File: src/rtl/irq_seq_pkg.sv
package irq_seq_pkg;

    typedef enum logic [1:0] {
        SRC_SWI  = 2'd0,
        SRC_NMI  = 2'd1,
        SRC_TRAP = 2'd2,
        SRC_INTR = 2'd3
    } irq_src_e;

    localparam int NMI_TYPE  = 2;
    localparam int TRAP_TYPE = 1;

endpackage

File: src/rtl/nmi_edge_latch.sv
module nmi_edge_latch (
    input  logic clk,
    input  logic rst_n,
    input  logic nmi_i,
    input  logic consume_i,
    output logic pend_o
);

    typedef struct packed {
        logic lvl;
        logic pend;
    } edge_state_t;

    edge_state_t st_d, st_q;
    logic        rise;

    always_comb begin
        st_d     = st_q;
        rise     = nmi_i && !st_q.lvl;
        st_d.lvl = nmi_i;
        if (consume_i) begin
            st_d.pend = 1'b0;
        end
        if (rise) begin
            st_d.pend = 1'b1;
        end
    end

    always_ff @(posedge clk) begin
        if (!rst_n) begin
            st_q <= '0;
        end else begin
            st_q <= st_d;
        end
    end

    assign pend_o = st_q.pend;

    AST_NMI_EDGE_HELD: assert property (@(posedge clk) disable iff (!rst_n) (nmi_i && !st_q.lvl) |=> pend_o);
    AST_NMI_NO_RETRIGGER: assert property (@(posedge clk) disable iff (!rst_n) (!pend_o && st_q.lvl && nmi_i) |=> !pend_o);

endmodule

File: src/rtl/irq_arbiter.sv
module irq_arbiter
    import irq_seq_pkg::*;
#(
    parameter int TYPE_W = 8
) (
    input  logic              boundary_i,
    input  logic              lock_i,
    input  logic              if_flag_i,
    input  logic              swi_req_i,
    input  logic [TYPE_W-1:0] swi_type_i,
    input  logic              nmi_pend_i,
    input  logic              trap_i,
    input  logic              intr_i,
    input  logic [TYPE_W-1:0] intr_type_i,
    output logic              take_o,
    output irq_src_e          src_o,
    output logic [TYPE_W-1:0] type_o
);

    logic open_gate;
    logic intr_ok;

    always_comb begin
        open_gate = boundary_i && !lock_i;
        intr_ok   = intr_i && if_flag_i;
        take_o    = 1'b0;
        src_o     = SRC_SWI;
        type_o    = '0;
        if (open_gate) begin
            if (swi_req_i) begin
                take_o = 1'b1;
                src_o  = SRC_SWI;
                type_o = swi_type_i;
            end else if (nmi_pend_i) begin
                take_o = 1'b1;
                src_o  = SRC_NMI;
                type_o = TYPE_W'(NMI_TYPE);
            end else if (trap_i) begin
                take_o = 1'b1;
                src_o  = SRC_TRAP;
                type_o = TYPE_W'(TRAP_TYPE);
            end else if (intr_ok) begin
                take_o = 1'b1;
                src_o  = SRC_INTR;
                type_o = intr_type_i;
            end
        end
    end

endmodule

File: src/rtl/vector_addr_calc.sv
module vector_addr_calc #(
    parameter int TYPE_W      = 8,
    parameter int ENTRY_BYTES = 4,
    localparam int SHIFT      = $clog2(ENTRY_BYTES),
    localparam int ADDR_W     = TYPE_W + SHIFT
) (
    input  logic [TYPE_W-1:0] type_i,
    output logic [ADDR_W-1:0] addr_o
);

    generate
        if (ENTRY_BYTES == 1) begin : g_unit
            assign addr_o = type_i;
        end else if ((1 << SHIFT) == ENTRY_BYTES) begin : g_shift
            assign addr_o = {type_i, {SHIFT{1'b0}}};
        end else begin : g_mult
            assign addr_o = ADDR_W'(type_i) * ADDR_W'(ENTRY_BYTES);
        end
    endgenerate

endmodule

File: src/rtl/irq_entry_seq.sv
module irq_entry_seq
    import irq_seq_pkg::*;
#(
    parameter int TYPE_W      = 8,
    parameter int ENTRY_BYTES = 4,
    localparam int ADDR_W     = TYPE_W + $clog2(ENTRY_BYTES)
) (
    input  logic              clk,
    input  logic              rst_n,
    input  logic              boundary_i,
    input  logic              swi_req_i,
    input  logic [TYPE_W-1:0] swi_type_i,
    input  logic              nmi_i,
    input  logic              trap_flag_i,
    input  logic              intr_i,
    input  logic [TYPE_W-1:0] intr_type_i,
    input  logic              iret_i,
    input  logic              if_wr_i,
    input  logic              if_val_i,
    output logic              svc_valid_o,
    output logic [1:0]        svc_src_o,
    output logic [TYPE_W-1:0] svc_type_o,
    output logic [ADDR_W-1:0] svc_addr_o,
    output logic              if_o,
    output logic              nmi_lock_o,
    output logic              nmi_pend_o
);

    typedef struct packed {
        logic              valid;
        irq_src_e          src;
        logic [TYPE_W-1:0] typ;
        logic              if_flag;
        logic              lock;
    } seq_state_t;

    seq_state_t        st_d, st_q;
    logic              take;
    irq_src_e          win_src;
    logic [TYPE_W-1:0] win_type;
    logic              nmi_taken;
    logic              nmi_pend;

    nmi_edge_latch u_nmi (
        .clk       (clk),
        .rst_n     (rst_n),
        .nmi_i     (nmi_i),
        .consume_i (nmi_taken),
        .pend_o    (nmi_pend)
    );

    irq_arbiter #(.TYPE_W(TYPE_W)) u_arb (
        .boundary_i  (boundary_i),
        .lock_i      (st_q.lock),
        .if_flag_i   (st_q.if_flag),
        .swi_req_i   (swi_req_i),
        .swi_type_i  (swi_type_i),
        .nmi_pend_i  (nmi_pend),
        .trap_i      (trap_flag_i),
        .intr_i      (intr_i),
        .intr_type_i (intr_type_i),
        .take_o      (take),
        .src_o       (win_src),
        .type_o      (win_type)
    );

    vector_addr_calc #(.TYPE_W(TYPE_W), .ENTRY_BYTES(ENTRY_BYTES)) u_vec (
        .type_i (st_q.typ),
        .addr_o (svc_addr_o)
    );

    always_comb begin
        st_d       = st_q;
        nmi_taken  = take && (win_src == SRC_NMI);
        st_d.valid = take;
        if (take) begin
            st_d.src = win_src;
            st_d.typ = win_type;
        end
        if (nmi_taken) begin
            st_d.lock = 1'b1;
        end else if (iret_i) begin
            st_d.lock = 1'b0;
        end
        if (take) begin
            st_d.if_flag = 1'b0;
        end else if (iret_i) begin
            st_d.if_flag = 1'b1;
        end else if (if_wr_i) begin
            st_d.if_flag = if_val_i;
        end
    end

    always_ff @(posedge clk) begin
        if (!rst_n) begin
            st_q <= '{valid: 1'b0, src: SRC_SWI, typ: '0, if_flag: 1'b0, lock: 1'b0};
        end else begin
            st_q <= st_d;
        end
    end

    assign svc_valid_o = st_q.valid;
    assign svc_src_o   = st_q.src;
    assign svc_type_o  = st_q.typ;
    assign if_o        = st_q.if_flag;
    assign nmi_lock_o  = st_q.lock;
    assign nmi_pend_o  = nmi_pend;

    AST_LOCK_BLOCKS_ALL: assert property (@(posedge clk) disable iff (!rst_n) nmi_lock_o |-> !take);
    AST_NMI_ENTRY_LOCKS: assert property (@(posedge clk) disable iff (!rst_n) (svc_valid_o && svc_src_o == 2'd1) |-> nmi_lock_o);
    AST_NMI_TYPE_TWO: assert property (@(posedge clk) disable iff (!rst_n) (svc_valid_o && svc_src_o == 2'd1) |-> svc_type_o == TYPE_W'(NMI_TYPE));
    AST_ENTRY_CLEARS_IF: assert property (@(posedge clk) disable iff (!rst_n) svc_valid_o |-> !if_o);
    AST_IRET_SETS_IF: assert property (@(posedge clk) disable iff (!rst_n) (iret_i && !take) |=> (if_o && !nmi_lock_o));
    AST_INTR_NEEDS_IF: assert property (@(posedge clk) disable iff (!rst_n) (take && win_src == SRC_INTR) |-> if_o);
    AST_NO_ENTRY_OFF_BOUNDARY: assert property (@(posedge clk) disable iff (!rst_n) !boundary_i |=> !svc_valid_o);
    AST_PULSE_SINGLE: assert property (@(posedge clk) disable iff (!rst_n) svc_valid_o |=> !$past(svc_valid_o, 2) || !svc_valid_o || $past(boundary_i));

endmodule

File: config.mk
export PLATFORM = sky130hd
export DESIGN_NAME = irq_entry_seq
export DESIGN_NICKNAME = d
export VERILOG_FILES = /design/src/rtl/irq_seq_pkg.sv /design/src/rtl/nmi_edge_latch.sv /design/src/rtl/irq_arbiter.sv /design/src/rtl/vector_addr_calc.sv /design/src/rtl/irq_entry_seq.sv
export SDC_FILE = /design/constraint.sdc
export NUM_CORES = 1
export LEC_CHECK = 0
export ABC_AREA = 1
export BUFFER_PORTS_ARGS = -buffer_cell sky130_fd_sc_hd__buf_2
export CAP_MARGIN = 10
export CORE_AREA = 2 2 46 48
export DETAILED_ROUTE_END_ITERATION = 8
export DIE_AREA = 0 0 48 50
export PLACE_DENSITY = 0.79
export SLEW_MARGIN = 20
export SYNTH_ARGS = -nofsm -noshare
export SYNTH_HDL_FRONTEND = slang
export SYNTH_SLANG_ARGS = --single-unit
export TNS_END_PERCENT = 1
File: constraint.sdc
create_clock -name clk -period 1.46 [get_ports clk]
set_input_delay 0.292 -clock clk [delete_from_list [all_inputs] [get_ports clk]]
set_output_delay 0.292 -clock clk [all_outputs]
set_load 0.1 [all_outputs]
==> key figures, run 1 <==
Run status
  • Result of the run: finished clean

GRT
  • Global-route wire length before repair: 2730 um
  • Global Route Usage Sum: 15.9%
  • Antenna violations before repair: 0
  • Pin count of the biggest net entering global routing: 11
  • Number of global-route vias before repair: about 680
  • Global route overflow: 0

Routing
  • Detailed-router iteration count before antenna repair: 4
  • Vias post-DR: about 800
  • Post-route DRC violation count: 0
  • Routed length per instance: 10.1 um
  • DRT antenna net count: 0
  • Total wirelength of the detailed-routed design: 1790 um
  • 1st-iter DRT viols: 15
  • Via-per-instance ratio: 4.63

STA
  • Final setup margin: 0.0523 ns
  • Post-Route Skew: 0.000515 ns
  • Final Cycle Share: 96.4%
  • Number of endpoints with negative hold slack in the final report: 0
  • Shortest period the worst path allows: 1.41 ns
  • Final slew viol count: 0
  • Worst hold slack: 0.202 ns
  • Final setup fails: 0
  • Highest Clock Rate: 0.710 GHz
  • Unrepaired setup endpoints after global routing: no

Worst hold path
  • Worst Hold Class: primary input to flip-flop
  • Hold Path Cell Cnt: 3
  • Worst Hold Path EP: u_nmi.st_q[1]
  • Worst min-delay path startpoint: nmi_i

Cells and area
  • FILL cells: 199
  • Leading cell type in the layout, fill and taps excluded: sky130_fd_sc_hd__nand2_1
  • Fraction of layout cells with a size suffix above 1: 41.7%
  • Top library cells by usage in the layout, fill and taps aside: sky130_fd_sc_hd__nand2_1, sky130_fd_sc_hd__buf_2, sky130_fd_sc_hd__dfxtp_1
  • Footprint of the flip-flops and latches: between 300 and 400 um^2
  • Area growth, synth to finish: 27.4%
  • Ant. Diodes: 0
  • Area used by multi-input combinational logic: 367 um^2
  • Final layout net count: 178

Synth
  • Fraction of the yosys area taken by sequential cells: 38.0%
  • Synthesized cell area: 790 um^2
  • Yosys warnings: 0
  • Per-instance average area after synthesis: 7.18 um^2
  • Register bit total from synthesis: 15
  • Gate count after technology mapping: 110
  • Synth unique cells: 20

Floorplan
  • Die Outline Area: 0.00240 mm^2
  • Die X-Extent: approximately 48 um
  • Die H: 50 um
  • # IOs: 50
  • Core Footprint: roughly 0.0019 mm^2
  • Initial Utilization: 41.5%
  • # rows: 16

Critical path
  • Count of cell instances traversed by the critical path: 1
  • R2R Path End: svc_type_o[3]
  • Critical Path Fanout Max: 4
  • Worst Path Class, Setup: flip-flop to output pin
  • Depth of the worst register-to-register path: 5
  • Arrival time of the worst setup path: 1.12 ns
  • Kind of capture point of the worst setup path: output pin
  • Delay of the slowest cell on the worst path: approximately 0.44 ns
  • Worst path slowest cell: sky130_fd_sc_hd__buf_2
  • Cell breakdown of the critical path: buf_2
  • CP top delay family: buffers and inverters
  • Critical Path Source Type: flip-flop
  • Startpoint of the worst-slack reg-to-reg timing path: nmi_lock_o
  • Worst reg2reg setup slack: 0.33 ns
  • Required time of the critical path: 1.17 ns
  • CP Buf/Inv Count: 1

Clock network
  • Sinks on the clock net: 15
  • Count of H-tree levels built during CTS: 1
  • Cell at the root of the clock tree: sky130_fd_sc_hd__clkbuf_4
  • Clock buffers created by TritonCTS: 3
  • Buffers inserted during post-CTS setup optimization: 0
  • Post_cts resized: 0
  • Quantity of hold-fixing buffers added after cts: 0
  • Max Buffers Root-to-Sink: 2
  • TritonCTS clock tree: yes
  • Latest clock arrival within the worst-skew pair: between 0.2 and 0.3 ns
  • Clock-pin slew of the registers on the worst-case setup and hold paths: 0.08 ns

Power and ir drop
  • Peak supply drop: 0.523 mV
  • Power Dens Cells: 1110 mW/mm^2
  • Leakage power summed over all cells: between 0.5 and 0.6 nW

Placement
  • IO Port Bufs: 47
  • Placement-stage worst setup slack: 0.237 ns
  • Total half-perimeter wirelength after legalization and detailed placement: 1430 um
  • Routability-driven placement congestion ratio: 0.809

Job
  • Max-cap viol count: 0
-- per-stage QoR --
step | std cells | power (mW) | area [um^2] | utilization, % | TNS (ns)
5_1_grt | 178 | 1.17 | 1010 | 52.9 | 0
3_3_place_gp | 174 | 0.882 | 980 | 51.5 | 0
6_report | 178 | 1.12 | 1010 | 52.9 | 0
2_1_floorplan | 111 | 0.826 | 797 | - | -2.94
4_1_cts | 178 | 1.12 | 1010 | 52.9 | 0
3_5_place_dp | 174 | 0.887 | 980 | 51.5 | 0
-- layout make-up --
class	count	share of cell area (%)
Multi-Input combinational cell	77	36.4
Clock buffer	4	2.61
Timing Repair Buffer	47	23.4
Sequential cell	15	30.2
Tap cell	27	3.36
Inverter	8	3.98
-- cells in the mapped netlist (all sizes together) --
cell type,count,area [um^2]
a21oi,5,25.0
nor2,4,32.5
buf,11,86.3
o21ai,9,56.3
nand4,1,6.26
dfxtp,15,300
inv,6,22.5
nand2,50,203
nand3,4,20.0
mux2i,1,10.0
or2,1,6.26
clkinv,2,17.5
conb,1,3.75
-- flip-flops by register name, summed over array words and instances (netlist names) --
| register | count |
|---|---|
| svc_valid_o | 1 |
| svc_type_o | 8 |
| u_nmi.st_q | 1 |
| u_nmi.pend_o | 1 |
| svc_src_o | 2 |
| nmi_lock_o | 1 |
| if_o | 1 |
-- report_power, final --
group / switching, mW / leakage [nW] / internal, mW / total, mW
Clock: 0.131 / 0.0150 / 0.106 / 0.238
Sequential: 0.0158 / 0.124 / 0.433 / 0.449
Combinational: 0.350 / 0.432 / 0.0785 / 0.428
-- worst max-delay path by stage --
stage,from,endpoint
after floorplan,svc_type_o[1],svc_type_o[1]
after global placement,swi_req_i,svc_type_o[0]
after detailed placement,swi_req_i,svc_type_o[3]
after CTS,u_nmi.pend_o,nmi_pend_o
after global routing,u_nmi.pend_o,nmi_pend_o
final,u_nmi.pend_o,nmi_pend_o
-- kinds of logic after synthesis --
| logic type | Yosys count | share of synthesized area (%) |
|---|---|---|
| other cells | 1 | 0.475 |
| flops | 15 | 38.0 |
| compound gates | 14 | 10.3 |
| simple gates | 60 | 33.9 |
| mux | 1 | 1.27 |
| buf+inv | 19 | 16.0 |
-- layer usage --
| layer | global-route usage [%] | share of wire (%) | vias up |
|---|---|---|---|
| met5 | 0 | 0 | - |
| met4 | 8.56 | 1.3 | 0 |
| met3 | 5.86 | 9.5 | 4 |
| met2 | 24.4 | 48 | 44 |
| met1 | 18.4 | 42 | 361 |
| li1 | - | - | 415 |
Note: power is estimated with default switching activity, not from simulation.
==> run 2: changes to the inputs <==
- CORE_AREA: 2 2 46 48 -> 2 2 47 49
- DIE_AREA: 0 0 48 50 -> 0 0 49 51
- PLACE_DENSITY: 0.79 -> 0.81
- SYNTH_HIERARCHICAL: unset -> 1
==> key figures, run 2 <==
Synth
  • Area share of and/or/nand/nor cells after synthesis: 38.8%
  • Biggest area contributors in the synthesized netlist: sky130_fd_sc_hd__dfxtp_1, sky130_fd_sc_hd__nand2_1, sky130_fd_sc_hd__inv_1, sky130_fd_sc_hd__nor2_1, sky130_fd_sc_hd__buf_4
  • Post-synthesis async set-or-reset flop share: 0%
  • Yosys warnings: 6
  • Synthesized cell area: between 800 and 900 um^2
  • Cell taking the most area after synthesis: sky130_fd_sc_hd__dfxtp_1
  • Synth unique cells: 16
  • Top-area cell type share of the netlist area: 33.9%
  • Dominant cell by count in the synthesized netlist: sky130_fd_sc_hd__nand2_1
  • Gate count after technology mapping: 140
  • Per-instance average area after synthesis: about 6.3 um^2
  • Leading register cell type out of synthesis: sky130_fd_sc_hd__dfxtp_1
  • Share of synthesized area spent on multiplexers: 0%
  • Main combinational cell family by area after synthesis: simple AND/OR/NAND/NOR gates
  • XOR/XNOR Fraction of Synth Area: 0%
  • Share of the synthesized area in compound gates (AO/OA/AOI/OAI): 4.66%
  • Number of enable-type register cells in the synthesized netlist: 0
  • Adder-cell share of the synthesized area: 0%
  • Post-synth top cells: sky130_fd_sc_hd__nand2_1, sky130_fd_sc_hd__inv_1, sky130_fd_sc_hd__nor2_1
  • Register bit total from synthesis: 15
  • Fraction of the yosys area taken by sequential cells: 33.9%

Power and ir drop
  • Sw frac: 40.9%
  • Gate power share: 34.2%
  • Peak supply drop: 0.534 mV
  • Share of total power in the clock network: 22.7%
  • Leakage power summed over all cells: 0.697 nW
  • Sequential power share: 43.1%
  • PnR Total Power: slightly above 1 mW
  • Power Internal: roughly 610 uW
  • Switch Pwr: 420 uW
  • Power Dens Cells: 920 mW/mm^2

Floorplan
  • # rows: 17
  • Die X-Extent: 49 um
  • Die H: roughly 51 um
  • # IOs: 50
  • Initial Utilization: between 40% and 50%
  • Die Outline Area: roughly 0.0025 mm^2
  • Core Footprint: 0.00206 mm^2

GRT
  • Global-route wire length before repair: 3220 um
  • Pin count of the biggest net entering global routing: 16
  • Number of global-route vias before repair: 789
  • Global Route Usage Sum: 16.7%
  • Antenna violations before repair: 0
  • Global route overflow: 0

Placement
  • Total half-perimeter wirelength after legalization and detailed placement: 1490 um
  • IO Port Bufs: 47
  • Routability-driven placement congestion ratio: 0.818
  • Placed standard-cell area: approximately 0.0011 mm^2
  • Placement-stage worst setup slack: 0.0940 ns
  • Count of placed standard cells including taps: approximately 210

Routing
  • Total wirelength of the detailed-routed design: about 2000 um
  • Via-per-instance ratio: 4.31
  • Vias post-DR: between 900 and 1,000
  • Post-route DRC violation count: 0
  • Detailed-router iteration count before antenna repair: 4
  • DRT antenna net count: 0
  • 1st-iter DRT viols: 18
  • Routed length per instance: around 9 um

Critical path
  • CP top delay family: buffers and inverters
  • Critical Path Source Type: flip-flop
  • Worst path slowest cell: sky130_fd_sc_hd__buf_2
  • CP Buf/Inv Count: 1
  • Required time of the critical path: 1.17 ns
  • Arrival time of the worst setup path: ~1.1 ns
  • Kind of capture point of the worst setup path: output pin
  • Worst Path Class, Setup: flip-flop to output pin
  • Critical Path Fanout Max: 3
  • Cell breakdown of the critical path: buf_2
  • Delay of the slowest cell on the worst path: ~0.44 ns
  • Worst reg2reg setup slack: 0.13 ns

Clock network
  • Count of H-tree levels built during CTS: 1
  • Sinks on the clock net: 15
  • TritonCTS clock tree: yes
  • Max Buffers Root-to-Sink: 2
  • Buffers inserted during post-CTS setup optimization: 0
  • Clock buffers created by TritonCTS: 3
  • Latest clock arrival within the worst-skew pair: 0.28 ns
  • Clock-pin slew of the registers on the worst-case setup and hold paths: 0.09 ns
  • Cell at the root of the clock tree: sky130_fd_sc_hd__clkbuf_4

STA
  • Total Neg Setup Slack: 0 ns
  • Shortest period the worst path allows: 1.38 ns
  • Final setup margin: 0.0848 ns
  • Unrepaired setup endpoints after global routing: no
  • Number of endpoints with negative hold slack in the final report: 0
  • Final setup fails: 0
  • Post-Route Skew: about 0.00035 ns
  • Worst hold slack: 0.197 ns
  • Final Cycle Share: 94.2%
  • Final slew viol count: 0
  • Highest Clock Rate: slightly above 0.7 GHz

Run status
  • Result of the run: finished clean

Cells and area
  • Ant. Diodes: 0
  • Non-Filler Instances: 211
  • Area growth, synth to finish: 26.0%
  • Final Util: around 54%
  • Leading cell type in the layout, fill and taps excluded: sky130_fd_sc_hd__buf_2
  • Final layout net count: 210
  • Fraction of layout cells with a size suffix above 1: 34.4%
  • Final design area excluding fillers: 0.00112 mm^2
  • Top library cells by usage in the layout, fill and taps aside: sky130_fd_sc_hd__buf_2, sky130_fd_sc_hd__nand2_1, sky130_fd_sc_hd__inv_1, sky130_fd_sc_hd__nor2_1, sky130_fd_sc_hd__nand3_1
  • Flip-flop count of the largest register, all copies and words added: 8

Job
  • Max-cap viol count: 0

Worst hold path
  • Worst Hold Class: primary input to flip-flop
-- run 2: worst paths after layout --
kind                    to           from  cells past startpoint
max          svc_type_o[2]  svc_type_o[2]                      1
min          u_nmi/st_q[1]          nmi_i                      3
max reg2reg   u_nmi/pend_o     nmi_lock_o                      9
min reg2reg   svc_src_o[0]   svc_src_o[0]                      2
-- run 2: power by group through the flow --
stage          sequential (mW)  clock (mW)  combinational (mW)
5_1_grt                  0.445       0.267               0.375
3_5_place_dp             0.452           0               0.351
3_3_place_gp             0.452           0               0.349
2_1_floorplan            0.562           0               0.179
4_1_cts                  0.443       0.241               0.351
6_report                 0.442       0.234               0.351
-- run 2: metal layers --
layer | part of all wire (%) | global-route usage (%)
met3 | 6.6 | 3.51
met2 | 44 | 28.3
met1 | 47 | 20.6
met4 | 1.7 | 7.14
met5 | 0 | 0
-- run 2: area by class of cell --
cell class,count,area (um^2)
Clock buffer,3,22.5
Multi-Input combinational cell,90,393
Tap cell,28,35.0
Sequential cell,15,305
Clock inverter,1,5.00
Fill cell,224,947
Timing Repair Buffer,51,268
Inverter,23,87.6
-- run 2: cell families after synthesis --
family	Yosys count
buf+inv	36
other cells	1
compound gates	8
simple gates	80
flops	15
-- run 2: what timing repair did --
action	CTS	global route
hold buffers	0	0
setup endpoints to repair	0	1
resized for setup	0	1
==> run 3: changes to the inputs <==
- CORE_AREA: 2 2 47 49 -> 2 2 46 48
- CTS_BUF_LIST: unset -> sky130_fd_sc_hd__clkbuf_8
- DIE_AREA: 0 0 49 51 -> 0 0 48 50
- PLACE_DENSITY: 0.81 -> 0.84
==> key figures, run 3 (synthesized netlist as in run 2, its figures left out) <==
Run status
  • Result of the run: finished clean

Cells and area
  • FILL cells: about 180
  • Fraction of layout cells with a size suffix above 1: 35.2%
  • Non-Filler Instances: 209
  • Final Util: 60.2%
  • Top library cells by usage in the layout, fill and taps aside: sky130_fd_sc_hd__buf_2, sky130_fd_sc_hd__nand2_1, sky130_fd_sc_hd__nor2_1
  • Area used by multi-input combinational logic: around 400 um^2
  • Ant. Diodes: 0
  • Flip-flop count of the largest register, all copies and words added: 8
  • Leading cell type in the layout, fill and taps excluded: sky130_fd_sc_hd__buf_2
  • Footprint of the flip-flops and latches: 305 um^2
  • Final layout net count: approximately 210
  • Final design area excluding fillers: ~0.0011 mm^2
  • Area growth, synth to finish: 29.2%

Clock network
  • Clock buffers created by TritonCTS: 3
  • Max Buffers Root-to-Sink: 2
  • TritonCTS clock tree: yes
  • Post_cts resized: 0
  • Quantity of hold-fixing buffers added after cts: 0
  • Count of H-tree levels built during CTS: 1
  • Sinks on the clock net: 15
  • Cell at the root of the clock tree: sky130_fd_sc_hd__clkbuf_8
  • Buffers inserted during post-CTS setup optimization: 0
  • Clock-pin slew of the registers on the worst-case setup and hold paths: ~0.060 ns
  • Latest clock arrival within the worst-skew pair: 0.25 ns

Routing
  • Detailed-router iteration count before antenna repair: 4
  • 1st-iter DRT viols: 30
  • Via-per-instance ratio: around 4.5
  • Vias post-DR: ~950
  • Total met3 wirelength after detailed routing: 170 um
  • Total wirelength of the detailed-routed design: 2090 um
  • Highest metal used: met4
  • DRT met1 WL: 858 um
  • DRT antenna net count: 0
  • Routed length per instance: 10.0 um
  • Routed length on met2: 998 um
  • Post-route DRC violation count: 0

STA
  • Final setup margin: 0.135 ns
  • Final Cycle Share: 90.8%
  • Final setup fails: 0
  • Number of endpoints with negative hold slack in the final report: 0
  • Shortest period the worst path allows: 1.33 ns
  • Final slew viol count: 0
  • Highest Clock Rate: 0.755 GHz
  • Unrepaired setup endpoints after global routing: no
  • Post-Route Skew: 0.00146 ns
  • Worst hold slack: 0.238 ns
  • Total Neg Setup Slack: 0 ns

Critical path
  • CP Buf/Inv Count: 1
  • Worst Path Class, Setup: flip-flop to output pin
  • Worst path slowest cell: sky130_fd_sc_hd__buf_2
  • Delay of the slowest cell on the worst path: 0.43 ns
  • Required time of the critical path: 1.17 ns
  • Arrival time of the worst setup path: a little over 1 ns
  • CP top delay family: buffers and inverters
  • Cell breakdown of the critical path: buf_2
  • Kind of capture point of the worst setup path: output pin
  • Worst reg2reg setup slack: 0.23 ns
  • Critical Path Source Type: flip-flop
  • Critical Path Fanout Max: 4

Floorplan
  • # rows: 16
  • Die H: ~50 um
  • Die Outline Area: 0.00240 mm^2
  • Initial Utilization: 46.6%
  • Core Footprint: 0.00190 mm^2
  • # IOs: 50
  • Die X-Extent: 48 um

Placement
  • Placement-stage worst setup slack: 0.0544 ns
  • Routability-driven placement congestion ratio: 0.856
  • Total half-perimeter wirelength after legalization and detailed placement: 1570 um
  • Count of placed standard cells including taps: approximately 200
  • IO Port Bufs: 47
  • Placed standard-cell area: 0.00109 mm^2

GRT
  • Global-route wire length before repair: 3230 um
  • Antenna violations before repair: 0
  • Pin count of the biggest net entering global routing: 16
  • Global Route Usage Sum: about 18%
  • Global route overflow: 0
  • Number of global-route vias before repair: between 800 and 900

Power and ir drop
  • Power Dens Cells: 1000 mW/mm^2
  • Peak supply drop: 0.567 mV
  • PnR Total Power: 1.15 mW
  • Leakage power summed over all cells: 0.703 nW

Worst hold path
  • Worst Hold Class: primary input to flip-flop

Job
  • Max-cap viol count: 0
run 3: changes by cell type in the layout (fill, tap and decap cells not counted), sizes merged:
cell,change
clkbuf,-1
run 3: where the power goes:
group	internal, mW	total, mW	switching, mW
Sequential	0.428	0.444	0.0161
Combinational	0.0829	0.360	0.278
Clock	0.189	0.344	0.155
run 3: path summary, 6_finish.rpt:
check,cells past startpoint,to,start
worst max-delay path,1,if_o,if_o
worst min-delay path,3,u_nmi/st_q[1],nmi_i
worst max register to register,9,u_nmi/pend_o,nmi_lock_o
worst min register to register,2,svc_src_o[0],svc_src_o[0]
run 3: final cells by class:
type | instances | share of cell area (%)
Clock buffer | 3 | 3.61
Tap cell | 27 | 2.95
Timing Repair Buffer | 50 | 23.8
Sequential cell | 15 | 26.7
Inverter | 23 | 7.65
Clock inverter | 1 | 0.437
Multi-Input combinational cell | 90 | 34.9
run 3: per-layer routing:
layer | GRT usage (%) | up-vias
li1 | - | 492
met1 | 21.9 | 396
met2 | 29.8 | 49
met3 | 2.93 | 10
met4 | 9.46 | 0
met5 | 0 | -
